**src/rtl/march_pkg.sv**
```systemverilog
package march_pkg;

    typedef enum logic [1:0] {
        ST_IDLE,
        ST_RUN,
        ST_DRAIN,
        ST_DONE
    } march_state_e;

    localparam int ELEM_W    = 3;
    localparam int NUM_ELEM  = 6;
    localparam int STEP_W    = 2;

    typedef logic [ELEM_W-1:0] elem_idx_t;
    typedef logic [STEP_W-1:0] step_idx_t;

    localparam elem_idx_t LAST_ELEM = elem_idx_t'(NUM_ELEM - 1);

    // Address order of an element: the two end elements follow the run option.
    function automatic logic elem_is_down(input elem_idx_t e, input logic ends_down);
        logic d;
        case (e)
            3'd0, 3'd5: d = ends_down;
            3'd3, 3'd4: d = 1'b1;
            default:    d = 1'b0;
        endcase
        return d;
    endfunction

    // Index of the last operation per cell within an element.
    function automatic step_idx_t elem_last_step(input elem_idx_t e);
        return (e == 3'd0 || e == LAST_ELEM) ? step_idx_t'(0) : step_idx_t'(2);
    endfunction

    function automatic logic op_is_write(input elem_idx_t e, input step_idx_t s);
        logic w;
        case (e)
            3'd0:                   w = 1'b1;
            3'd1, 3'd2, 3'd3, 3'd4: w = (s == step_idx_t'(1));
            default:                w = 1'b0;
        endcase
        return w;
    endfunction

    // Background bit written or expected by an operation.
    function automatic logic op_data(input elem_idx_t e, input step_idx_t s);
        logic b;
        case (e)
            3'd1, 3'd3: b = (s != step_idx_t'(0));
            3'd2, 3'd4: b = (s == step_idx_t'(0));
            default:    b = 1'b0;
        endcase
        return b;
    endfunction

endpackage

```
**src/rtl/march_addr_gen.sv**
```systemverilog
module march_addr_gen #(
    parameter int ADDR_W = 8
) (
    input  logic              clk,
    input  logic              rst_n,
    input  logic              load_i,
    input  logic              load_down_i,
    input  logic              step_i,
    input  logic              down_i,
    output logic [ADDR_W-1:0] addr_o,
    output logic              last_o
);
    localparam logic [ADDR_W-1:0] ADDR_MAX = {ADDR_W{1'b1}};

    logic [ADDR_W-1:0] addr_q;

    always_ff @(posedge clk or negedge rst_n) begin
        if (!rst_n) begin
            addr_q <= '0;
        end else if (load_i) begin
            addr_q <= load_down_i ? ADDR_MAX : '0;
        end else if (step_i) begin
            addr_q <= down_i ? addr_q - 1'b1 : addr_q + 1'b1;
        end
    end

    assign addr_o = addr_q;
    assign last_o = down_i ? (addr_q == '0) : (addr_q == ADDR_MAX);

endmodule

```
**src/rtl/march_resp_check.sv**
```systemverilog
module march_resp_check
    import march_pkg::*;
#(
    parameter int DATA_W = 16,
    parameter int ADDR_W = 8
) (
    input  logic              clk,
    input  logic              rst_n,
    input  logic              clear_i,
    input  logic              rd_issue_i,
    input  logic              exp_bit_i,
    input  logic [ADDR_W-1:0] addr_i,
    input  elem_idx_t         elem_i,
    input  logic [DATA_W-1:0] rdata_i,
    output logic              mismatch_o,
    output logic              fail_o,
    output logic [ADDR_W-1:0] fail_addr_o,
    output elem_idx_t         fail_elem_o
);
    logic              pend_q;
    logic              exp_q;
    logic [ADDR_W-1:0] addr_q;
    elem_idx_t         elem_q;

    // Read stage: remember what was asked for, compare when data return.
    always_ff @(posedge clk or negedge rst_n) begin
        if (!rst_n) begin
            pend_q <= 1'b0;
            exp_q  <= 1'b0;
            addr_q <= '0;
            elem_q <= '0;
        end else begin
            pend_q <= rd_issue_i && !clear_i;
            exp_q  <= exp_bit_i;
            addr_q <= addr_i;
            elem_q <= elem_i;
        end
    end

    assign mismatch_o = pend_q && (rdata_i != {DATA_W{exp_q}});

    always_ff @(posedge clk or negedge rst_n) begin
        if (!rst_n) begin
            fail_o      <= 1'b0;
            fail_addr_o <= '0;
            fail_elem_o <= '0;
        end else if (clear_i) begin
            fail_o      <= 1'b0;
            fail_addr_o <= '0;
            fail_elem_o <= '0;
        end else if (mismatch_o && !fail_o) begin
            fail_o      <= 1'b1;
            fail_addr_o <= addr_q;
            fail_elem_o <= elem_q;
        end
    end

endmodule

```
**src/rtl/march_cplus_engine.sv**
```systemverilog
module march_cplus_engine
    import march_pkg::*;
#(
    parameter int DATA_W = 16,
    parameter int ADDR_W = 8
) (
    input  logic              clk,
    input  logic              rst_n,
    input  logic              start_i,
    input  logic              ends_down_i,
    input  logic              stop_on_fail_i,
    output logic              busy_o,
    output logic              done_o,
    output logic              fail_o,
    output logic [ADDR_W-1:0] fail_addr_o,
    output logic [ELEM_W-1:0] fail_elem_o,
    output logic [ADDR_W-1:0] mem_addr_o,
    output logic              mem_re_o,
    output logic              mem_we_o,
    output logic [DATA_W-1:0] mem_wdata_o,
    input  logic [DATA_W-1:0] mem_rdata_i
);
    march_state_e state_q, state_d;
    elem_idx_t    elem_q, elem_d;
    step_idx_t    step_q, step_d;
    logic         ends_down_q, ends_down_d;

    logic              accept, issue, abort, mismatch;
    logic              op_we, op_bit, last_step, cur_down;
    logic              gen_load, gen_load_down, gen_step, addr_last;
    logic [ADDR_W-1:0] cur_addr;
    elem_idx_t         fail_elem;

    assign accept    = (state_q == ST_IDLE) && start_i;
    assign cur_down  = elem_is_down(elem_q, ends_down_q);
    assign last_step = (step_q == elem_last_step(elem_q));
    assign op_we     = op_is_write(elem_q, step_q);
    assign op_bit    = op_data(elem_q, step_q);
    assign abort     = mismatch && stop_on_fail_i;
    assign issue     = (state_q == ST_RUN) && !abort;

    march_addr_gen #(.ADDR_W(ADDR_W)) u_addr (
        .clk         (clk),
        .rst_n       (rst_n),
        .load_i      (gen_load),
        .load_down_i (gen_load_down),
        .step_i      (gen_step),
        .down_i      (cur_down),
        .addr_o      (cur_addr),
        .last_o      (addr_last)
    );

    march_resp_check #(.DATA_W(DATA_W), .ADDR_W(ADDR_W)) u_check (
        .clk         (clk),
        .rst_n       (rst_n),
        .clear_i     (accept),
        .rd_issue_i  (issue && !op_we),
        .exp_bit_i   (op_bit),
        .addr_i      (cur_addr),
        .elem_i      (elem_q),
        .rdata_i     (mem_rdata_i),
        .mismatch_o  (mismatch),
        .fail_o      (fail_o),
        .fail_addr_o (fail_addr_o),
        .fail_elem_o (fail_elem)
    );

    assign fail_elem_o = fail_elem;

    // State register
    always_ff @(posedge clk or negedge rst_n) begin
        if (!rst_n) begin
            state_q     <= ST_IDLE;
            elem_q      <= '0;
            step_q      <= '0;
            ends_down_q <= 1'b0;
        end else begin
            state_q     <= state_d;
            elem_q      <= elem_d;
            step_q      <= step_d;
            ends_down_q <= ends_down_d;
        end
    end

    // Next state and sequencing
    always_comb begin
        state_d       = state_q;
        elem_d        = elem_q;
        step_d        = step_q;
        ends_down_d   = ends_down_q;
        gen_load      = 1'b0;
        gen_load_down = 1'b0;
        gen_step      = 1'b0;
        unique case (state_q)
            ST_IDLE: begin
                if (start_i) begin
                    state_d       = ST_RUN;
                    elem_d        = '0;
                    step_d        = '0;
                    ends_down_d   = ends_down_i;
                    gen_load      = 1'b1;
                    gen_load_down = elem_is_down('0, ends_down_i);
                end
            end
            ST_RUN: begin
                if (abort) begin
                    state_d = ST_DONE;
                end else if (!last_step) begin
                    step_d = step_q + 1'b1;
                end else begin
                    step_d = '0;
                    if (!addr_last) begin
                        gen_step = 1'b1;
                    end else if (elem_q == LAST_ELEM) begin
                        state_d = ST_DRAIN;
                    end else begin
                        elem_d        = elem_q + 1'b1;
                        gen_load      = 1'b1;
                        gen_load_down = elem_is_down(elem_q + 1'b1, ends_down_q);
                    end
                end
            end
            ST_DRAIN: state_d = ST_DONE;
            ST_DONE:  state_d = ST_IDLE;
            default:  state_d = ST_IDLE;
        endcase
    end

    // Outputs
    always_comb begin
        busy_o      = (state_q == ST_RUN) || (state_q == ST_DRAIN);
        done_o      = (state_q == ST_DONE);
        mem_addr_o  = cur_addr;
        mem_we_o    = issue && op_we;
        mem_re_o    = issue && !op_we;
        mem_wdata_o = {DATA_W{op_bit}};
    end

endmodule

```
**config.mk**
```make
export PLATFORM = sky130hd
export DESIGN_NAME = march_cplus_engine
export DESIGN_NICKNAME = d
export VERILOG_FILES = /design/src/rtl/march_pkg.sv /design/src/rtl/march_addr_gen.sv /design/src/rtl/march_resp_check.sv /design/src/rtl/march_cplus_engine.sv
export SDC_FILE = /design/constraint.sdc
export NUM_CORES = 1
export LEC_CHECK = 0
export BUFFER_PORTS_ARGS = -buffer_cell sky130_fd_sc_hd__buf_2
export CORE_MARGIN = 4
export CORE_UTILIZATION = 30
export DETAILED_ROUTE_END_ITERATION = 6
export HOLD_SLACK_MARGIN = 0.12
export PLACE_DENSITY = 0.48
export SLEW_MARGIN = 20
export SYNTH_ARGS = -nofsm -noshare
export SYNTH_HDL_FRONTEND = slang
export SYNTH_SLANG_ARGS = --single-unit
```
**constraint.sdc**
```tcl
create_clock -name clk -period 2.8 [get_ports clk]
set_clock_uncertainty 0.1 [all_clocks]
set_input_delay 0.14 -clock clk [delete_from_list [all_inputs] [get_ports clk]]
set_output_delay 0.14 -clock clk [all_outputs]
set_load 0.005 [all_outputs]
```
Word level (Yosys, flattened, before mapping)
Index checks and enable logic that the tools add are counted.
{ "word_totals": {"regBits": 41, "in_bits": 21, "wordCells": 121} }
{ "classes": {"addsub": 4, "eq_ne": 23, "mux": 48, "reduce_logical": 34} }
{ "ops": {"columns": ["cell", "count"], "rows": [
  ["8-bit 2-to-1 mux", 6],
  ["3-bit 2-to-1 mux", 7],
  ["2-bit 2-to-1 mux", 9],
  ["1-bit 2-to-1 mux", 17],
  ["16-bit inequality test", 1],
  ["3-bit == test, second input constant", 4],
  ["1-bit one-hot mux with 2 select lines", 6],
  ["2-bit OR reduction", 6],
  ["2-bit inequality test, second input constant", 5],
  ["3-bit by 2-bit == test with 1-bit output, second input constant", 3],
  ["8-bit by 1-bit adder with 8-bit output, second input constant", 1],
  ["8-bit == test, second input constant", 1],
  ["1-bit logical AND", 8],
  ["8-bit zero test", 1],
  ["2-bit one-hot mux with 4 select lines", 1],
  ["2-bit nonzero test", 4],
  ["8-bit by 1-bit subtractor with 8-bit output, second input constant", 1],
  ["3-bit zero test", 2],
  ["3-bit inequality test, second input constant", 2],
  ["3-bit one-hot mux with 2 select lines", 1],
  ["6-bit AND reduction", 1],
  ["2-bit by 1-bit == test with 1-bit output, second input constant", 2],
  ["2-bit == test, second input constant", 2],
  ["1-bit zero test", 4],
  ["12 further kinds", 14]
]} }

Depth between registers and ports, before layout
Gate-level depths: netlist of the first run.
{ "logic_depth": {"word_depth": 11, "ltp_mapped": 13, "mapped_depth_nobuf": 13} }

Modules after synthesis
Synthesis of the first run repeated with hierarchy kept, for this count alone.
{ "hier_totals": {"hier_cells": 245, "hier_area_um2": 2462.4} }
{ "modules_own_cells": {"columns": ["module", "instances", "cells_per_inst", "area_per_inst_um2", "seq_area_each_um2"], "rows": [
  ["march_resp_check", 1, 61, 922.1, 625.6],
  ["march_cplus_engine", 1, 107, 897.1, 200.2],
  ["march_addr_gen", 1, 77, 643.1, 200.2]
]} }

Least setup slack after synthesis of the first run
Ideal clock, no wire load.
{ "synth_path": {"path_type": "reg2reg", "start": "reg elem_q[0]", "end": "reg u_addr.addr_q[6], in the netlist u_addr.addr_o[6]", "setup_ps": 126, "arrival_time_ps": 2834, "t_required_ps": 2574, "slack_ps": -260, "path_stages_with_launch": 14, "synth_period_minus_slack_ps": 3060, "path_cell_list": "dfrtp_1 inv_1 ha_1 a21o_1 a221oi_2 inv_1 ha_1 nor2b_1 o21ai_0 nand2b_1 a21o_1 a21oi_1 xnor2_1 a311o_1"} }
{ "synth_via": {"elab_chain_cells": 11, "word_cells_on_any_way": 38} }
{ "synth_lines": {"columns": ["item", "line", "rtl"], "rows": [
  ["from (decl)", "march_cplus_engine.sv:24", "elem_idx_t elem_q, elem_d;"],
  ["from (signal assigned)", "march_cplus_engine.sv:79", "elem_q <= elem_d;"],
  ["3-bit by 1-bit adder with 3-bit output", "march_cplus_engine.sv:119", "gen_load_down = elem_is_down(elem_q + 1'b1, ends_down_q);"],
  ["3-bit by 2-bit == test with 1-bit output (tied with other cells)", "march_pkg.sv:22", "case (e)"],
  ["2-bit OR reduction", "march_pkg.sv:22", null],
  ["1-bit one-hot mux with 2 select lines", "march_pkg.sv:22", null],
  ["1-bit 2-to-1 mux", "march_cplus_engine.sv:114", "end else if (elem_q == LAST_ELEM) begin"],
  ["1-bit 2-to-1 mux", "march_cplus_engine.sv:112", "if (!addr_last) begin"],
  ["1-bit 2-to-1 mux", "march_cplus_engine.sv:108", "end else if (!last_step) begin"],
  ["1-bit 2-to-1 mux", "march_cplus_engine.sv:106", "if (abort) begin"],
  ["1-bit one-hot mux with 2 select lines", "march_cplus_engine.sv:94", "unique case (state_q)"],
  ["8-bit 2-to-1 mux", "march_addr_gen.sv:21", "addr_q <= load_down_i ? ADDR_MAX : '0;"],
  ["8-bit 2-to-1 mux", "march_addr_gen.sv:20", "end else if (load_i) begin"],
  ["to (signal assigned)", "march_addr_gen.sv:21", null],
  ["to (signal assigned)", "march_addr_gen.sv:23", "addr_q <= down_i ? addr_q - 1'b1 : addr_q + 1'b1;"],
  ["to (decl)", "march_addr_gen.sv:15", "logic [ADDR_W-1:0] addr_q;"]
]} }
Several ways; a longest one is shown, not always the timed one. The select of a mux whose other input is x is not followed.
A chain may end at the register's enable or synchronous reset.

Worst setup path after layout of the first run
{ "layout_path": {"start": "reg elem_q[1]", "end": "reg u_addr.addr_q[7], in the netlist u_addr.addr_o[7]"} }
Same word-level chain as after synthesis.

==> results of run 1 <==
worst register-to-register path, cell delays in order, from the launching register on:
cell	delay (ns)
dfrtp_1	0.40
inv_2	0.08
ha_4	0.18
a21o_1	0.18
a221oi_4	0.28
inv_4	0.11
ha_1	0.30
a21oi_2	0.14
o211ai_1	0.16
o41ai_2	0.26
xnor2_1	0.13
a41oi_1	0.21
o21ai_1	0.09
through the flow:
stage                     setup WS, ns  util, %
after floorplan                0.00497        -
after global placement          0.0251     37.4
after detailed placement       -0.0129     37.4
after CTS                       0.0139     39.4
after global routing           -0.0691     40.0
final                           0.0948     40.0
final cells by class:
type	count	share of cell area, %
Tap cell	102	4.09
Timing Repair Buffer	87	16.3
Sequential cell	41	32.9
Clock inverter	3	1.48
Inverter	16	2.00
Clock buffer	5	2.21
Multi-Input combinational cell	166	41.0
metal layers:
layer	vias up	part of all wire, %
li1	988	-
met1	928	49
met2	24	47
met3	8	2.4
met4	0	1.4
met5	-	0
power by group:
part           switching, mW  total (mW)  internal (mW)
combinational           1.26        2.50           1.24
sequential             0.142       0.964          0.822
clock                  0.213       0.480          0.267
total                   1.61        3.94           2.33
logic make-up (layout without fill, tap and decap cells):
logic type,after synthesis,after routing
flip-flops,41,41
buffers and inverters,38,111
multiplexers,20,20
adder cells (fa/ha/maj),20,20
AND/OR/NAND/NOR,77,77
XOR/XNOR,7,7
AO/OA/AOI/OAI,42,42
flip-flops by register name, indices dropped and copies added, names as in the netlist:
| register | cells |
|---|---|
| u_check.fail_addr_o | 8 |
| u_check.fail_elem_o | 3 |
| elem_q | 3 |
| u_addr.addr_o | 8 |
| u_check.addr_q | 8 |
| u_check.fail_o | 1 |
| u_check.exp_q | 1 |
| ends_down_q | 1 |
| step_q | 2 |
| u_check.pend_q | 1 |
| u_check.elem_q | 3 |
| state_q | 2 |
cell usage after synthesis (all sizes together) (2+ instances only):
cell type	count	area (sq um)
mux2	2	22.5
clkbuf	3	11.3
o21ai	10	50.0
buf	19	144
nor2	26	97.6
a21o	3	22.5
or3	2	12.5
nor4	2	12.5
o21a	2	15.0
a21oi	12	60.1
a221oi	2	23.8
nand3	5	25.0
nor2b	4	25.0
xor2	2	17.5
a31oi	2	33.8
dfrtp	41	1030
nand2b	4	25.0
inv	16	60.1
nor3	7	35.0
nand4	5	31.3
or4	4	30.0
nand2	15	56.3
mux2i	18	180
xnor2	5	43.8
ha	19	238
and2	2	12.5
worst min-delay path by stage:
stage,start,end,slack (ns),depth (start not counted)
finish,stop_on_fail_i,u_check.pend_q,0.15,4
global route,start_i,state_q[1],0.18,3
floorplan,rst_n,elem_q[0],-0.26,0
global placement,rst_n,u_check.fail_addr_o[3],0.24,1
detailed placement,rst_n,u_check.fail_addr_o[5],0.24,1
CTS,stop_on_fail_i,u_check.pend_q,0.14,4
timing repair:
action,in CTS,in global routing
hold buffers,2,0
pin swaps,2,4
buffers inserted,1,2
endpoints found under the hold margin,42,0
endpoints found under the setup margin,2,6
gates resized for setup,1,6
==> impl_metrics.ini, run 1 <==
[sta]
setup_repair_after_global_routing_missed_its_margin = true
report.final.setup_viol = 0
final.period_utilization_pct = 96.6
timing_max_transition_violations_final = 0
clock.fmax_mhz = 370
setup_tns_ns = 0
relSlewSlack_pct = 38.3
hold_ws_ns = 0.152
hold_viol_final = 0
timing.final.crit_period_ns = 2.71
slew_worst_pin_ns = 0.926

[floorplan]
effective_utilization_at_floorplan_pct = 31.2
io_count = 61
chipWidth_um = 98.0
std_cell_rows = 32
coreArea_sq_um = 7810
fp.dieH_um = 98.0
die_area_sq_um = 9610

[logic_synthesis]
synth_fa_ha_area_share_pct = 10.6
synth_cells = 245
postSynthRegisterBits = 41
post_synth_xor_area_fraction_pct = 2.52
avg_cell_area_syn_sq_um = 9.93
mux_share_of_post_synthesis_cell_area_pct = 8.33
synth-edff-count = 0
synth_top_family_by_area = simple AND/OR/NAND/NOR gates
post_synth_num_cell_types = 44
syn_area_sq_um = 2430
synthesis.nets = 286
yosys.area_share.simple_pct = 15.2
yosysSeqAreaShare_pct = 42.2
ys.warnings.count = 0
compound_gate_portion_of_the_synthesized_area_pct = 12.3
synthArstFlopShare_pct = 100
postSynth.topFlopCell = dfrtp_1

[power_and_ir_drop]
power.leakage_nw = 1.61
power_mw = 3.94
power_density_nw_per_um2 = 1260
power.ir.vdd_worst_v = 0.000454

[job]
max-cap-violations = 0

[run_status]
outcome = complete, no violations

[worst_setup_path]
cpPeakStageDelay_ns = 0.40
worst-path-max-fanout = 6
crit_path_cell_trace = inv_2, ha_4, a21o_1, a221oi_4, inv_4, ha_1, a21oi_2, o211ai_1, o41ai_2, xnor2_1, a41oi_1, o21ai_1
regToRegEndpoint = u_addr.addr_o[7]
critical_path.top_delay_family = compound AO/OA/AOI/OAI gates
r2r_slack_ns = 0.09
worst-path-buf-inv = 2
crit_slowest_cell = dfrtp_1
cp_data_required_time_ns = 2.88
r2r-start = elem_q[1]
crit_type = reg2reg
crit_path_start = elem_q[1]
startpoint_type = flip-flop
crit_path_dat_ns = 2.79
element_type_at_the_critical_path_end = flip-flop
r2r.worst_path.cells = 12
crit_cells = 12
cp-endpoint = u_addr.addr_o[7]

[layout]
post_route_cells_drive_above_1_share_pct = 35.2
postLayoutCellArea_sq_um = 3120
layout.nets = 358
final_cell_mix = buf_2 (60), dfrtp_1 (40), nor2_1 (26)
final-seq-area_sq_um = 1030
n_antenna_cell = 0
final_cell_count_no_fill = 420
mostFrequentLayoutCell = buf_2
combined_area_of_the_multi_input_logic_cells_sq_um = 1280
n_fill_cell = 805
areaGrowthSynthToFinish_pct = 28.3

[grt]
met1_usage_pct = 16.8
globalRouteMet2Util_pct = 18.4
via_count_of_the_first_global_routing_pass = 1892
grt_pass1_wl_um = 9430
overflow = 0
pin_count_of_the_biggest_net_entering_global_routing = 42
grt_util_met3_pct = 2.14
antenna_violations_before_repair = 0
track_usage_pct = 11.8
gr-max-usage-layer = met2

[routing]
drt-vias-per-instance = 4.64
drt-total-wl_um = 5610
dr_pass1_iterations = 4
vias = 1948
antenna_left = 0
post_drt_wl_per_cell_um = 13.4
detailedRoute.firstIterationViolations = 52
drc = 0

[clock_network]
clkLatencyLatePin_ns = 0.29
cts-root-buf = clkbuf_8
numClockSinks = 41
cts_buffers = 5
clk_path_buf_depth = 2
cts_tree = yes
clkTransAtPathRegs_ns = 0.09
htree_levels = 2

[place]
placedInstanceArea_sq_um = 2920
hpwl_after_detailed_placement_um = 4400
place_congestion = 0.874
port_buffers = 60
placed_cells = 407

[hold_path]
worst_hold_class = in2reg
(Power assumes the default switching activity.)
==> inputs of run 2 (changes only) <==
--- a/config.mk
+++ b/config.mk
@@ -10,7 +10,6 @@
 export CORE_UTILIZATION = 30
 export DETAILED_ROUTE_END_ITERATION = 6
 export HOLD_SLACK_MARGIN = 0.12
-export PLACE_DENSITY = 0.48
 export SLEW_MARGIN = 20
 export SYNTH_ARGS = -nofsm -noshare
 export SYNTH_HDL_FRONTEND = slang
==> impl_metrics.ini, run 2 (synthesized netlist as in run 1, its figures left out) <==
[routing]
dr_pass1_iterations = 4
post_drt_wl_per_cell_um = 13.4
antenna_left = 0
drc = 0
drt-vias-per-instance = 4.70
vias = 1960
drt-total-wl_um = 5570
detailedRoute.firstIterationViolations = 68

[power_and_ir_drop]
sw_frac_of_total_pct = 40.7
cellInternalPower_mw = 2.43
switchingPower_mw = 1.66
power_mw = 4.09
power.ir.vdd_worst_v = 0.000428
power_density_nw_per_um2 = 1300
p_seq_share_pct = 23.8
power.leakage_nw = 1.61
clkPwrFrac_pct = 14.1
power.combinational.fraction_pct = 62.1

[layout]
n_antenna_cell = 0
layout.nets = 355
areaGrowthSynthToFinish_pct = 29.2
n_fill_cell = 769
final_cell_mix = buf_2 (60), dfrtp_1 (41), nor2_1 (26)
post-route-util_pct = 40.2
postLayoutCellArea_sq_um = 3140
mostFrequentLayoutCell = buf_2
post_route_cells_drive_above_1_share_pct = 35.9

[worst_setup_path]
regToRegEndpoint = u_addr.addr_o[6]
worst-path-max-fanout = 5
crit_path_dat_ns = 2.88
r2r-start = elem_q[0]
element_type_at_the_critical_path_end = flip-flop
crit_path_cell_trace = inv_2, ha_4, a21o_1, a221oi_4, inv_2, ha_4, nor2b_1, o21ai_1, nand2b_1, a21o_1, a21oi_2, xnor2_1, a311o_1
crit_slowest_cell = dfrtp_1
crit_type = reg2reg
critical_path.top_delay_family = compound AO/OA/AOI/OAI gates
worst-path-buf-inv = 2
r2r_slack_ns = 0.008
cpPeakStageDelay_ns = 0.44
r2r.worst_path.cells = 13
cp_data_required_time_ns = 2.88
startpoint_type = flip-flop

[floorplan]
coreArea_sq_um = 7810
fp.dieH_um = 98.0
effective_utilization_at_floorplan_pct = 31.2
io_count = 61
chipWidth_um = 98.0
std_cell_rows = 32
die_area_sq_um = 9610

[grt]
pin_count_of_the_biggest_net_entering_global_routing = 42
via_count_of_the_first_global_routing_pass = 1906
grt_pass1_wl_um = 9160
antenna_violations_before_repair = 0
track_usage_pct = 11.6
overflow = 0

[run_status]
outcome = complete, no violations

[sta]
slew_worst_pin_ns = 0.930
hold_viol_final = 0
timing.final.crit_period_ns = 2.79
report.final.setup_viol = 0
hold_ws_ns = 0.161
setup_repair_after_global_routing_missed_its_margin = true
timing_max_transition_violations_final = 0
relSlewSlack_pct = 38.0
clock.fmax_mhz = 358
final.period_utilization_pct = 99.7

[place]
place_congestion = 0.872
hpwl_after_detailed_placement_um = 4120
port_buffers = 60
placedInstanceArea_sq_um = 2890

[hold_path]
hold_end = u_check.pend_q
worstHoldPathCells = 4
timing.hold.worst.start = stop_on_fail_i
worst_hold_class = in2reg

[clock_network]
numClockSinks = 41
clk_path_buf_depth = 2
cts_buffers = 5
cts-root-buf = clkbuf_8
clkTransAtPathRegs_ns = 0.09
cts_tree = yes
clkLatencyLatePin_ns = 0.29
htree_levels = 2

[job]
max-cap-violations = 0
[run 2: power by group through the flow]
stage               combinational (mW)  sequential (mW)  clock [mW]
finish                            2.54            0.974       0.579
global route                      2.84             1.01       0.622
CTS                               2.33            0.976       0.595
detailed placement                2.26            0.989           0
global placement                  2.24            0.983           0
floorplan                         1.67            0.996           0
[run 2: worst min-delay path, delay by kind of cell]
kind | cells | cell delay, ns
simple gates | 3 | 0.23
buf+inv | 1 | 0.14
[run 2: repair_timing]
| action | 4_1_cts | 5_1_grt |
|---|---|---|
| gates resized for setup | 0 | 13 |
| setup buffers | 1 | 3 |
| hold endpoints to repair | 42 | 0 |
| endpoints found under the setup margin | 2 | 11 |
| pin swaps | 2 | 5 |
| hold buffers | 2 | 0 |
[run 2: layer usage]
layer  vias to the layer above  GRT usage (%)  wire, um
met5                         -              0         0
li1                        981              -         -
met3                         9           2.71       219
met4                         0           4.79       119
met2                        34           19.4      2820
met1                       936           14.5      2420
[run 2: stage by stage]
stage                     TNS (ns)  worst slack (ns)  instances
final                            0           0.00752        417
after global routing        -0.275            -0.131        417
after CTS                        0           0.00140        414
after detailed placement  -0.00487          -0.00487        403
after global placement           0            0.0301        403
after floorplan                  0           0.00497        245
[run 2: worst max-delay path by stage]
stage                     startpoint                to  slack (ns)  cells after the start
after global routing       elem_q[1]  u_addr.addr_o[7]       -0.13                     13
after CTS                  elem_q[0]  u_addr.addr_o[6]       0.001                     13
after detailed placement   elem_q[0]  u_addr.addr_o[7]      -0.005                     12
final                      elem_q[0]  u_addr.addr_o[6]       0.008                     13
after floorplan            elem_q[1]  u_addr.addr_o[6]       0.005                     13
after global placement     elem_q[0]  u_addr.addr_o[7]        0.03                     12
[run 2: area by class of cell]
type	instances	area, sq um	share of cell area [%]
Multi-Input combinational cell	166	1300	41.4
Sequential cell	41	1030	32.7
Timing Repair Buffer	84	489	15.6
Tap cell	102	128	4.06
Clock buffer	5	68.8	2.19
Clock inverter	3	68.8	2.19
Inverter	16	60.1	1.91
